$ cat config.mk
export PLATFORM = sky130hd
export DESIGN_NAME = gpio_irq_concentrator
export DESIGN_NICKNAME = d
export VERILOG_FILES = /design/src/rtl/irqmux_pkg.sv /design/src/rtl/irqmux_cfg_regs.sv /design/src/rtl/irqmux_slot_route.sv /design/src/rtl/irqmux_shared_or.sv /design/src/rtl/gpio_irq_concentrator.sv
export SDC_FILE = /design/constraint.sdc
export NUM_CORES = 1
export LEC_CHECK = 0
export BUFFER_PORTS_ARGS = -buffer_cell sky130_fd_sc_hd__buf_2
export CAP_MARGIN = 20
export CORE_MARGIN = 10
export CORE_UTILIZATION = 38
export DETAILED_ROUTE_END_ITERATION = 16
export PLACE_DENSITY = 0.78
export SYNTH_ARGS = -nofsm -noshare
export SYNTH_HDL_FRONTEND = slang
export SYNTH_SLANG_ARGS = --single-unit
$ cat constraint.sdc
create_clock -name clk_i -period 2.1 [get_ports clk_i]
set_input_delay 0.42 -clock clk_i [delete_from_list [all_inputs] [get_ports clk_i]]
set_output_delay 0.42 -clock clk_i [all_outputs]
set_load 0.01 [all_outputs]
$ cat src/rtl/irqmux_pkg.sv
package irqmux_pkg;
  function automatic int unsigned div_up(input int unsigned a, input int unsigned b);
    return (a + b - 1) / b;
  endfunction
endpackage

$ cat src/rtl/irqmux_cfg_regs.sv
module irqmux_cfg_regs #(
  parameter int unsigned NUM_SEL   = 38,
  parameter int unsigned DATA_W    = 32,
  parameter int unsigned ADDR_W    = 8,
  parameter int unsigned BASE_ADDR = 'h54
) (
  input  logic               clk_i,
  input  logic               rst_ni,
  input  logic               we_i,
  input  logic [ADDR_W-1:0]  addr_i,
  input  logic [DATA_W-1:0]  wdata_i,
  output logic [DATA_W-1:0]  rdata_o,
  output logic [NUM_SEL-1:0] sel_o
);
  import irqmux_pkg::*;
  localparam int unsigned NUM_WORDS  = div_up(NUM_SEL, DATA_W);
  localparam int unsigned PAD_W      = NUM_WORDS * DATA_W;
  localparam int unsigned WORD_BYTES = DATA_W / 8;

  logic [NUM_WORDS-1:0] addr_hit;
  logic [NUM_WORDS-1:0] wr_hit;
  logic [PAD_W-1:0]     pad_q;
  logic [PAD_W-1:0]     keep;

  for (genvar w = 0; w < NUM_WORDS; w++) begin : g_dec
    assign addr_hit[w] = (addr_i == ADDR_W'(BASE_ADDR + w * WORD_BYTES));
    assign wr_hit[w]   = we_i && addr_hit[w];
  end

  for (genvar n = 0; n < PAD_W; n++) begin : g_bit
    if (n < NUM_SEL) begin : g_flop
      assign keep[n] = 1'b1;
      always_ff @(posedge clk_i or negedge rst_ni) begin
        if (!rst_ni)                  pad_q[n] <= 1'b0;
        else if (wr_hit[n / DATA_W])  pad_q[n] <= wdata_i[n % DATA_W];
      end
    end else begin : g_tie
      assign keep[n]  = 1'b0;
      assign pad_q[n] = 1'b0;
    end
  end

  always_comb begin
    rdata_o = '0;
    for (int w = 0; w < NUM_WORDS; w++)
      if (addr_hit[w]) rdata_o = pad_q[w*DATA_W +: DATA_W];
  end

  assign sel_o = pad_q[NUM_SEL-1:0];

  assert_reset_default_R1: assert property (@(posedge clk_i) disable iff (!rst_ni)
    $rose(rst_ni) |-> (sel_o == '0));
  assert_hold_R9: assert property (@(posedge clk_i) disable iff (!rst_ni)
    !(|wr_hit) |=> $stable(pad_q));
  assert_write_land_R10: assert property (@(posedge clk_i) disable iff (!rst_ni)
    wr_hit[0] |=> (pad_q[DATA_W-1:0] == ($past(wdata_i) & keep[DATA_W-1:0])));
endmodule

$ cat src/rtl/irqmux_slot_route.sv
module irqmux_slot_route #(
  parameter int unsigned B0_W = 14,
  parameter int unsigned B1_W = 24,
  parameter int unsigned B2_W = 32,
  localparam int unsigned ND  = B0_W + B1_W
) (
  input  logic [B0_W-1:0] bank0_i,
  input  logic [B1_W-1:0] bank1_i,
  input  logic [B2_W-1:0] bank2_i,
  input  logic [ND-1:0]   sel_i,
  output logic [ND-1:0]   direct_o
);
  for (genvar s = 0; s < ND; s++) begin : g_slot
    logic pri, alt;
    if (s < B0_W) begin : g_p0
      assign pri = bank0_i[s];
    end else begin : g_p1
      assign pri = bank1_i[s - B0_W];
    end
    if (s < B2_W) begin : g_alt
      assign alt = bank2_i[s];
    end else begin : g_none
      assign alt = 1'b0;   // no bank 2 line for this slot
    end
    assign direct_o[s] = sel_i[s] ? alt : pri;
  end
endmodule

$ cat src/rtl/irqmux_shared_or.sv
module irqmux_shared_or #(
  parameter int unsigned B0_W = 14,
  parameter int unsigned B1_W = 24,
  parameter int unsigned B2_W = 32,
  localparam int unsigned ND  = B0_W + B1_W
) (
  input  logic [B0_W-1:0] bank0_i,
  input  logic [B1_W-1:0] bank1_i,
  input  logic [B2_W-1:0] bank2_i,
  input  logic [ND-1:0]   sel_i,
  output logic [2:0]      shared_o
);
  logic [B2_W-1:0] b2_unrouted;

  for (genvar k = 0; k < B2_W; k++) begin : g_b2
    if (k < ND) begin : g_slot
      assign b2_unrouted[k] = !sel_i[k];
    end else begin : g_noslot
      assign b2_unrouted[k] = 1'b1;
    end
  end

  assign shared_o[0] = |(bank0_i & sel_i[B0_W-1:0]);
  assign shared_o[1] = |(bank1_i & sel_i[ND-1:B0_W]);
  assign shared_o[2] = |(bank2_i & b2_unrouted);
endmodule

$ cat src/rtl/gpio_irq_concentrator.sv
module gpio_irq_concentrator #(
  parameter int unsigned B0_W      = 14,
  parameter int unsigned B1_W      = 24,
  parameter int unsigned B2_W      = 32,
  parameter int unsigned DATA_W    = 32,
  parameter int unsigned ADDR_W    = 8,
  parameter int unsigned BASE_ADDR = 'h54,
  localparam int unsigned ND       = B0_W + B1_W
) (
  input  logic              clk_i,
  input  logic              rst_ni,
  input  logic              reg_we_i,
  input  logic [ADDR_W-1:0] reg_addr_i,
  input  logic [DATA_W-1:0] reg_wdata_i,
  output logic [DATA_W-1:0] reg_rdata_o,
  input  logic [B0_W-1:0]   bank0_irq_i,
  input  logic [B1_W-1:0]   bank1_irq_i,
  input  logic [B2_W-1:0]   bank2_irq_i,
  output logic [ND-1:0]     direct_irq_o,
  output logic [2:0]        shared_irq_o
);
  logic [ND-1:0] sel;

  irqmux_cfg_regs #(
    .NUM_SEL(ND), .DATA_W(DATA_W), .ADDR_W(ADDR_W), .BASE_ADDR(BASE_ADDR)
  ) u_cfg (
    .clk_i(clk_i), .rst_ni(rst_ni), .we_i(reg_we_i), .addr_i(reg_addr_i),
    .wdata_i(reg_wdata_i), .rdata_o(reg_rdata_o), .sel_o(sel)
  );

  irqmux_slot_route #(.B0_W(B0_W), .B1_W(B1_W), .B2_W(B2_W)) u_route (
    .bank0_i(bank0_irq_i), .bank1_i(bank1_irq_i), .bank2_i(bank2_irq_i),
    .sel_i(sel), .direct_o(direct_irq_o)
  );

  irqmux_shared_or #(.B0_W(B0_W), .B1_W(B1_W), .B2_W(B2_W)) u_shared (
    .bank0_i(bank0_irq_i), .bank1_i(bank1_irq_i), .bank2_i(bank2_irq_i),
    .sel_i(sel), .shared_o(shared_irq_o)
  );

  assert_quiet_R11: assert property (@(posedge clk_i) disable iff (!rst_ni)
    (bank0_irq_i == '0 && bank1_irq_i == '0 && bank2_irq_i == '0)
      |-> (direct_irq_o == '0 && shared_irq_o == '0));
  assert_bank0_visible_R5: assert property (@(posedge clk_i) disable iff (!rst_ni)
    (bank0_irq_i & ~(direct_irq_o[B0_W-1:0] | {B0_W{shared_irq_o[0]}})) == '0);

  for (genvar s = B2_W; s < ND; s++) begin : g_tail_chk
    assert_tail_slot_quiet_R4: assert property (@(posedge clk_i) disable iff (!rst_ni)
      sel[s] |-> !direct_irq_o[s]);
  end
endmodule

* Word-level counts from Yosys, hierarchy flattened *
Cells that the tools add are included.

storage, ports and cells
  register bits after elaboration = 38
  latch bits = 0
  RAM bits = 0
  bits in read-only memories = 0
  input port bits = 113
  memories = 0

cells by class
  add/sub/neg operators = 0
  $mul = 0
  divide/modulo/power cells = 0
  magnitude comparators = 0
  eq/ne operators = 2
  shift operators = 0
  mux-type cells = 40
  bitwise logic cells = 3
  reduce and logical (&&, ||, !) cells = 37

operators with widths
  operator                                        count
  two-way mux 32 bit                              2
  two-way mux 1 bit                               38
  AND 32 bit                                      1
  zero test 1 bit                                 32
  OR reduction 32 bit                             1
  AND 24 bit                                      1
  OR reduction 24 bit                             1
  == test 8 x 7 -> 1 bit (second input constant)  2
  AND 14 bit                                      1
  OR reduction 14 bit                             1
  logical AND 1 bit                               2

* Depth between registers and ports, before layout *
Gate-level depths: netlist of run 1.

  depth after elaboration = 3
  depth in mapped cells = 5
  mapped depth without buffers = 4

* Modules after synthesis *
From an unflattened synthesis of run 1, not the netlist that was laid out.

unflattened totals
  cell total of the unflattened synthesis = 245
  area, all modules = 2,821.5 sq um

by module, submodules not included
  module             instances  cells each  area an instance (sq um)  sequential area each (sq um)
  irqmux_cfg_regs    1          129         1,870.5                   950.9
  irqmux_slot_route  1          38          518.0                     0.0
  irqmux_shared_or   1          78          432.9                     0.0

* Least setup slack after synthesis of run 1 *
No wires, ideal clock.

  path kind = input-to-output
  start point = in reg_addr_i[7]
  end point = out reg_rdata_o[2]
  arrival = 1.881 ns
  path slack = -0.201 ns
  cell stages on the path = 4
  path buffers = 1
  path through = or4b_4 -> nor4b_4 -> clkbuf_1 -> a22o_1

on the way
  longest elaborated chain between the ends = 3
  elaborated cells on any way between the ends = 4
  those cells by class = eq/ne: 2; mux: 2

RTL lines
  item                    RTL line                     text
  start, declared         gpio_irq_concentrator.sv:13  input logic [ADDR_W-1:0] reg_addr_i,
  == test 8 x 7 -> 1 bit  irqmux_cfg_regs.sv:26        assign addr_hit[w] = (addr_i == ADDR_W'(BASE_ADDR + w * WORD_BYTES));
  two-way mux 32 bit      irqmux_cfg_regs.sv:46        if (addr_hit[w]) rdata_o = pad_q[w*DATA_W +: DATA_W];
  two-way mux 32 bit *    irqmux_cfg_regs.sv:46
  end, declared           gpio_irq_concentrator.sv:15  output logic [DATA_W-1:0] reg_rdata_o,

Mark *: on every way between the ends. The rest lies on a longest branch, timed or not.

* Worst setup path after layout of run 1 *
  start point = in reg_addr_i[7]
  end point = out reg_rdata_o[0]

The elaborated chain is that of the path after synthesis.

==> summary.txt, run 1 <==
Clocking
  • Clk pin slew, worst setup/hold paths: 0.08 ns
  • Cts bufs inserted: 5
  • Root Driver: clkbuf_8
  • Clock Latency Late Sink: 0.29 ns
  • H-tree depth: 2
  • Post-CTS Hold Fix Bufs: 0
  • Clock sinks: 38
  • CTS tree: done
  • Clock Path Buffers: 2

Timing
  • Clock Skews: 0 ns
  • Final Hold Viols: 0
  • Slew HR: 72.8%
  • Pins Over Slew Limit: 0
  • Fmax: 429 MHz
  • Final setup violation count: 32
  • Final WS setup: -0.229 ns
  • Slew at the pin with the worst max-slew slack: 0.407 ns
  • Period utilization: 111%
  • RSZ-0062 raised after global routing: yes
  • Tmin final: 2.33 ns

Worst setup path
  • Max incr delay on CP: 0.55 ns
  • Data arrival time of the worst path: 1.91 ns
  • Worst setup SP type: primary input
  • Crit Path Max Fanout: 33
  • Critical path's slowest cell: or4b_4
  • CP Capture Type: output pin
  • Critical path buffer and inverter count: 3
  • Critical path's top delay family: simple AND/OR/NAND/NOR gates
  • CP Class: in -> out
  • Flop-to-flop setup slack: 1.24 ns
  • Worst path cell trace: buf_6 > or4b_4 > nor4b_4 > buf_12 > a22o_1 > buf_2
  • Worst path required time: 1.68 ns

Final layout
  • Area Overhead vs Synth: 47.9%
  • Core Util, Final: 58.0%
  • Layout cell share with drive strength beyond 1: 64.3%
  • Max FFs per register: 38
  • NumNets Final: 543
  • Fin area: 3940 um^2
  • Ant diodes: 0

Synthesis
  • Yosys warns: 0
  • Avg Inst Size Synth: 11.3 um^2
  • Async S/R FF share, synth: 100%
  • Post-synthesis cell count: 237
  • Post-synth top flop: dfrtp_1
  • Synthesized Nets: 350
  • Cell area after synthesis: 2670 um^2
  • Unique masters post-synth: 21
  • Flops & latches, synth: 38
  • Post-synth EDFFs: 0
  • Register area share after synthesis: 35.7%

Floorplan
  • Die Wd: 104 um
  • Row Count: 30
  • Initial Utilization: 39.2%
  • Die area: 10,800 um^2
  • IO Pins: 186
  • Core area: 6790 um^2
  • Die height: 104 um

Routing
  • Antenna Violating Nets Remaining: 0
  • Drt drc: 0
  • First-pass iteration count of the detailed router: 4
  • Vias: 2,641
  • Routed wire length: 10.2 mm
  • First-iteration detailed-routing DRC count: 94
  • Via density: 5.01
  • WL/cell: 19.3 um

Flow run
  • Max_cap viols: 0

Place
  • Gp weighted congestion: 0.843
  • Port Buffers: 185
  • DP Area: 3760 um^2
  • HPWL after detailed placement: 8.68 mm

Run status
  • Run status: finished, violations left
  • Failing checks: negative setup slack

GRT
  • Total GRT Usage: 18.1%
  • Largest net degree at the start of global routing: 34
  • Vias in the first global route: 2,984
  • Grt ovf: 0
  • Initial antenna violation count: 0
  • First-pass GRT wire length: 16.1 mm

Power
  • Worst IR Drop VDD: 0.375 mV
  • Power Total: 2.01 mW
  • Leak: 2.26 nW
  • PwrDens: 509 nW/um^2

Min path
  • Hold/Removal Path Class: in -> async
[cell type report]
type                    instances  area (um^2)
clock inverters                 2         60.1
multi-input cells             160         1560
flip-flops and latches         38          951
repair buffers                192         1040
clock buffers                   6         82.6
well taps                      96          120
fillers                       629         2850
inverters                      33          124
[final timing paths]
kind | start | to | depth (start not counted)
worst max-delay path | reg_addr_i[7] | reg_rdata_o[0] | 6
worst min-delay path | rst_ni | u_cfg.sel_o[6]$_DFFE_PN0P_ | 1
worst max register to register | u_cfg.sel_o[12]$_DFFE_PN0P_ | u_cfg.sel_o[12]$_DFFE_PN0P_ | 1
worst min register to register | u_cfg.sel_o[4]$_DFFE_PN0P_ | u_cfg.sel_o[4]$_DFFE_PN0P_ | 1
max in group asynchronous | rst_ni | u_cfg.sel_o[18]$_DFFE_PN0P_ | 2
min in group clk_i | reg_wdata_i[7] | u_cfg.sel_o[7]$_DFFE_PN0P_ | 2
[stage by stage]
step	setup TNS [ns]	hold WS, ns	setup slack [ns]	std cells
after floorplan	-4.30	0.124	-0.147	237
after global placement	-12.90	0.367	-0.207	519
after detailed placement	-15.42	0.374	-0.252	519
after CTS	-6.84	0.0551	-0.236	527
after global routing	-8.99	0.0662	-0.300	527
final	-6.68	0.0498	-0.229	527
[logic make-up after synthesis]
kind of cell	after synthesis	synth area share (%)
and+or+nand+nor	49	12.9
DFF	38	35.7
buffers and inverters	39	6.33
AOI/OAI and AO/OA	41	11.3
muxes	70	33.8
[routing by layer]
metal	GRT usage, %	vias up	share of wire, %
met2	30.7	129	50
li1	-	1251	-
met1	21.8	1249	41
met3	5.58	12	7.6
met4	4.47	0	1.4
met5	0	-	0
[placed cells by master, fill, tap and decap left out, types with 3 or more instances in the layout]
master    count
a22o_1        8
nor2b_1       6
buf_4         4
buf_12        3
dfrtp_1      38
mux2_2       40
buf_6         4
nand4_1       5
mux2_4       30
buf_2       181
clkbuf_8      6
o22ai_1      16
and2_1       26
a22oi_1      13
inv_1        33
nor4_1        3
[timing repair]
action,CTS,global route
buffers inserted,0,0
gates resized for setup,2,5
gates cloned,0,0
endpoints found under the setup margin,32,35
endpoints found under the hold margin,0,0
pin swaps,3,0
[synth_stat cells (2+ instances only)]
master | count | area share (%)
a22oi_1 | 14 | 3.9
nor4_1 | 4 | 0.94
a22o_1 | 8 | 2.6
buf_6 | 3 | 1.3
inv_1 | 33 | 4.6
nand4_1 | 5 | 1.2
mux2_2 | 40 | 17
mux2_4 | 30 | 17
o22ai_1 | 16 | 3.8
a221oi_1 | 3 | 0.99
nand2_1 | 2 | 0.28
clkbuf_1 | 3 | 0.42
nor2b_1 | 6 | 1.4
dfrtp_1 | 38 | 36
and2_1 | 26 | 6.1
[report_power, final]
| part | switching (mW) | total, mW | internal, mW |
|---|---|---|---|
| logic | 0.184 | 0.420 | 0.236 |
| registers | 0.0550 | 0.821 | 0.766 |
| clock network | 0.260 | 0.766 | 0.507 |
| total | 0.498 | 2.01 | 1.51 |
Power figures use the tool's default switching activity.
==> run 2, diff against run 1 <==
RECOVER_POWER = 50   (was default)
==> summary.txt, run 2 (same netlist as run 1, synthesis figures left out) <==
Worst setup path
  • CP Capture Type: output pin (unchanged)
  • Critical path's slowest cell: or4b_4 (unchanged)
  • Max incr delay on CP: 0.55 ns (about the same)
  • Crit Path Max Fanout: 33 (unchanged)
  • CP Class: in -> out (unchanged)
  • Worst setup SP type: primary input (unchanged)
  • Data arrival time of the worst path: 1.91 ns (about the same)
  • Worst path cell trace: buf_6 > or4b_4 > nor4b_4 > buf_12 > a22o_1 > buf_2 (unchanged)
  • Worst path required time: 1.68 ns (about the same)

Clocking
  • H-tree depth: 2 (unchanged)
  • Root Driver: clkbuf_8 (unchanged)
  • CTS tree: done (unchanged)
  • Clock Path Buffers: 2 (unchanged)
  • Cts bufs inserted: 5 (unchanged)
  • Clk pin slew, worst setup/hold paths: 0.08 ns (about the same)
  • Clock sinks: 38 (unchanged)
  • Clock Latency Late Sink: 0.29 ns (about the same)
  • Post-CTS setup buffer count: 0 (unchanged)

Timing
  • Final setup violation count: 32 (unchanged)
  • Clock Skews: 0 ns (unchanged)
  • Final Hold Viols: 0 (unchanged)
  • Slew HR: 35.7% (was 72.8%)
  • Final WS setup: -0.229 ns (about the same)
  • Pins Over Slew Limit: 0 (unchanged)
  • Tmin final: 2.33 ns (about the same)
  • Fmax: 429 MHz (about the same)
  • Period utilization: 111% (about the same)
  • Slew at the pin with the worst max-slew slack: 0.964 ns (was 0.407 ns)
  • Final setup TNS: -6.65 ns (was -6.68 ns)
  • RSZ-0062 raised after global routing: yes (unchanged)

Routing
  • DR top layer: met4 (unchanged)
  • First-pass iteration count of the detailed router: 4 (unchanged)
  • Routed wire length: 10.2 mm (about the same)
  • WL/cell: 19.4 um (was 19.3 um)
  • M1 wire length: 4.22 mm (was 4.19 mm)
  • Antenna Violating Nets Remaining: 0 (unchanged)
  • First-iteration detailed-routing DRC count: 86 (was 94)
  • Met3 routed WL: 773 um (was 779 um)
  • Vias: 2,644 (was 2,641)
  • Drt drc: 0 (unchanged)
  • Met2 wire len: 5.08 mm (about the same)
  • Via density: 5.02 (was 5.01)

Floorplan
  • Core area: 6790 um^2 (unchanged)
  • Die height: 104 um (unchanged)
  • IO Pins: 186 (unchanged)
  • Row Count: 30 (unchanged)
  • Initial Utilization: 39.2% (unchanged)
  • Die Wd: 104 um (unchanged)
  • Die area: 10,800 um^2 (unchanged)

Run status
  • Run status: finished, violations left (unchanged)
  • Failing checks: negative setup slack (unchanged)

Final layout
  • Most frequent cells in the layout: buf_2 (160), mux2_2 (40), dfrtp_1 (38) (was buf_2 (181), mux2_2 (40), dfrtp_1 (38))
  • Max FFs per register: 38 (unchanged)
  • Area Overhead vs Synth: 46.8% (was 47.9%)
  • Ant diodes: 0 (unchanged)
  • Commonest non-fill, non-tap cell in the layout: buf_2 (unchanged)
  • NumNets Final: 543 (unchanged)
  • Layout cell share with drive strength beyond 1: 59.4% (was 64.3%)

GRT
  • Grt ovf: 0 (unchanged)
  • Initial antenna violation count: 0 (unchanged)
  • Total GRT Usage: 18.1% (unchanged)
  • First-pass GRT wire length: 16.1 mm (unchanged)
  • Largest net degree at the start of global routing: 34 (unchanged)
  • Vias in the first global route: 2,984 (unchanged)

Place
  • HPWL after detailed placement: 8.68 mm (unchanged)
  • Port Buffers: 185 (unchanged)
  • Gp weighted congestion: 0.843 (unchanged)

Power
  • Leak: 2.20 nW (was 2.26 nW)
  • Worst IR Drop VDD: 0.377 mV (was 0.375 mV)
  • Power Total: 2.00 mW (was 2.01 mW)
  • PwrDens: 512 nW/um^2 (was 509 nW/um^2)

Flow run
  • Max_cap viols: 0 (unchanged)

Min path
  • Hold/Removal Path Class: in -> async (unchanged)
[run 2: layout make-up]
cell class | count | area, um^2
clock inverter | 2 | 60.1
clock buffer | 6 | 82.6
tap | 96 | 120
fill | 647 | 2880
multi-input combinational | 160 | 1560
sequential | 38 | 951
inverter | 33 | 124
timing repair buffer | 192 | 1010
[run 2: critical path, delay by kind of cell]
kind | cells | cell delay, ns
AOI/OAI and AO/OA | 1 | 0.16
buffers and inverters | 3 | 0.45
and+or+nand+nor | 2 | 0.88
[run 2: power by group]
| group | switching [mW] | leakage [nW] | total (mW) | internal (mW) |
|---|---|---|---|---|
| clock | 0.260 | 0.0714 | 0.767 | 0.507 |
| sequential | 0.0552 | 0.524 | 0.821 | 0.766 |
| combinational | 0.184 | 1.60 | 0.414 | 0.230 |
[run 2: final timing paths]
check / start / endpoint / slack (ns) / cells after the start
max: reg_addr_i[7] / reg_rdata_o[0] / -0.23 / 6
min in group clk_i: reg_wdata_i[7] / u_cfg.sel_o[7]$_DFFE_PN0P_ / 0.35 / 2
max in group asynchronous: rst_ni / u_cfg.sel_o[18]$_DFFE_PN0P_ / 0.79 / 2
max reg2reg: u_cfg.sel_o[7]$_DFFE_PN0P_ / u_cfg.sel_o[7]$_DFFE_PN0P_ / 1.24 / 1
min reg2reg: u_cfg.sel_o[4]$_DFFE_PN0P_ / u_cfg.sel_o[4]$_DFFE_PN0P_ / 0.61 / 1
min: rst_ni / u_cfg.sel_o[6]$_DFFE_PN0P_ / 0.26 / 1
[run 2: timing repair]
action                                  CTS  global route
pin swaps                                 3             0
endpoints found under the hold margin     0             0
resized for setup                         2             5
hold buffers                              0             0
endpoints found under the setup margin   32            35
[run 2: routing by layer]
metal  up-vias  track usage [%]
met5         -                0
met4         0             4.47
met3        13             5.58
met2       133             30.7
met1      1246             21.8
li1       1252                -
[run 2: stage by stage]
| stage | instances | cell area, um^2 | util (%) | hold slack, ns | worst slack (ns) |
|---|---|---|---|---|---|
| final | 527 | 3910 | 57.6 | 0.256 | -0.229 |
| after floorplan | 237 | 2670 | - | 0.124 | -0.147 |
| after global routing | 527 | 3910 | 57.6 | 0.331 | -0.300 |
| after CTS | 527 | 3910 | 57.6 | 0.0551 | -0.236 |
| after global placement | 519 | 3760 | 55.3 | 0.367 | -0.207 |
| after detailed placement | 519 | 3760 | 55.3 | 0.374 | -0.252 |
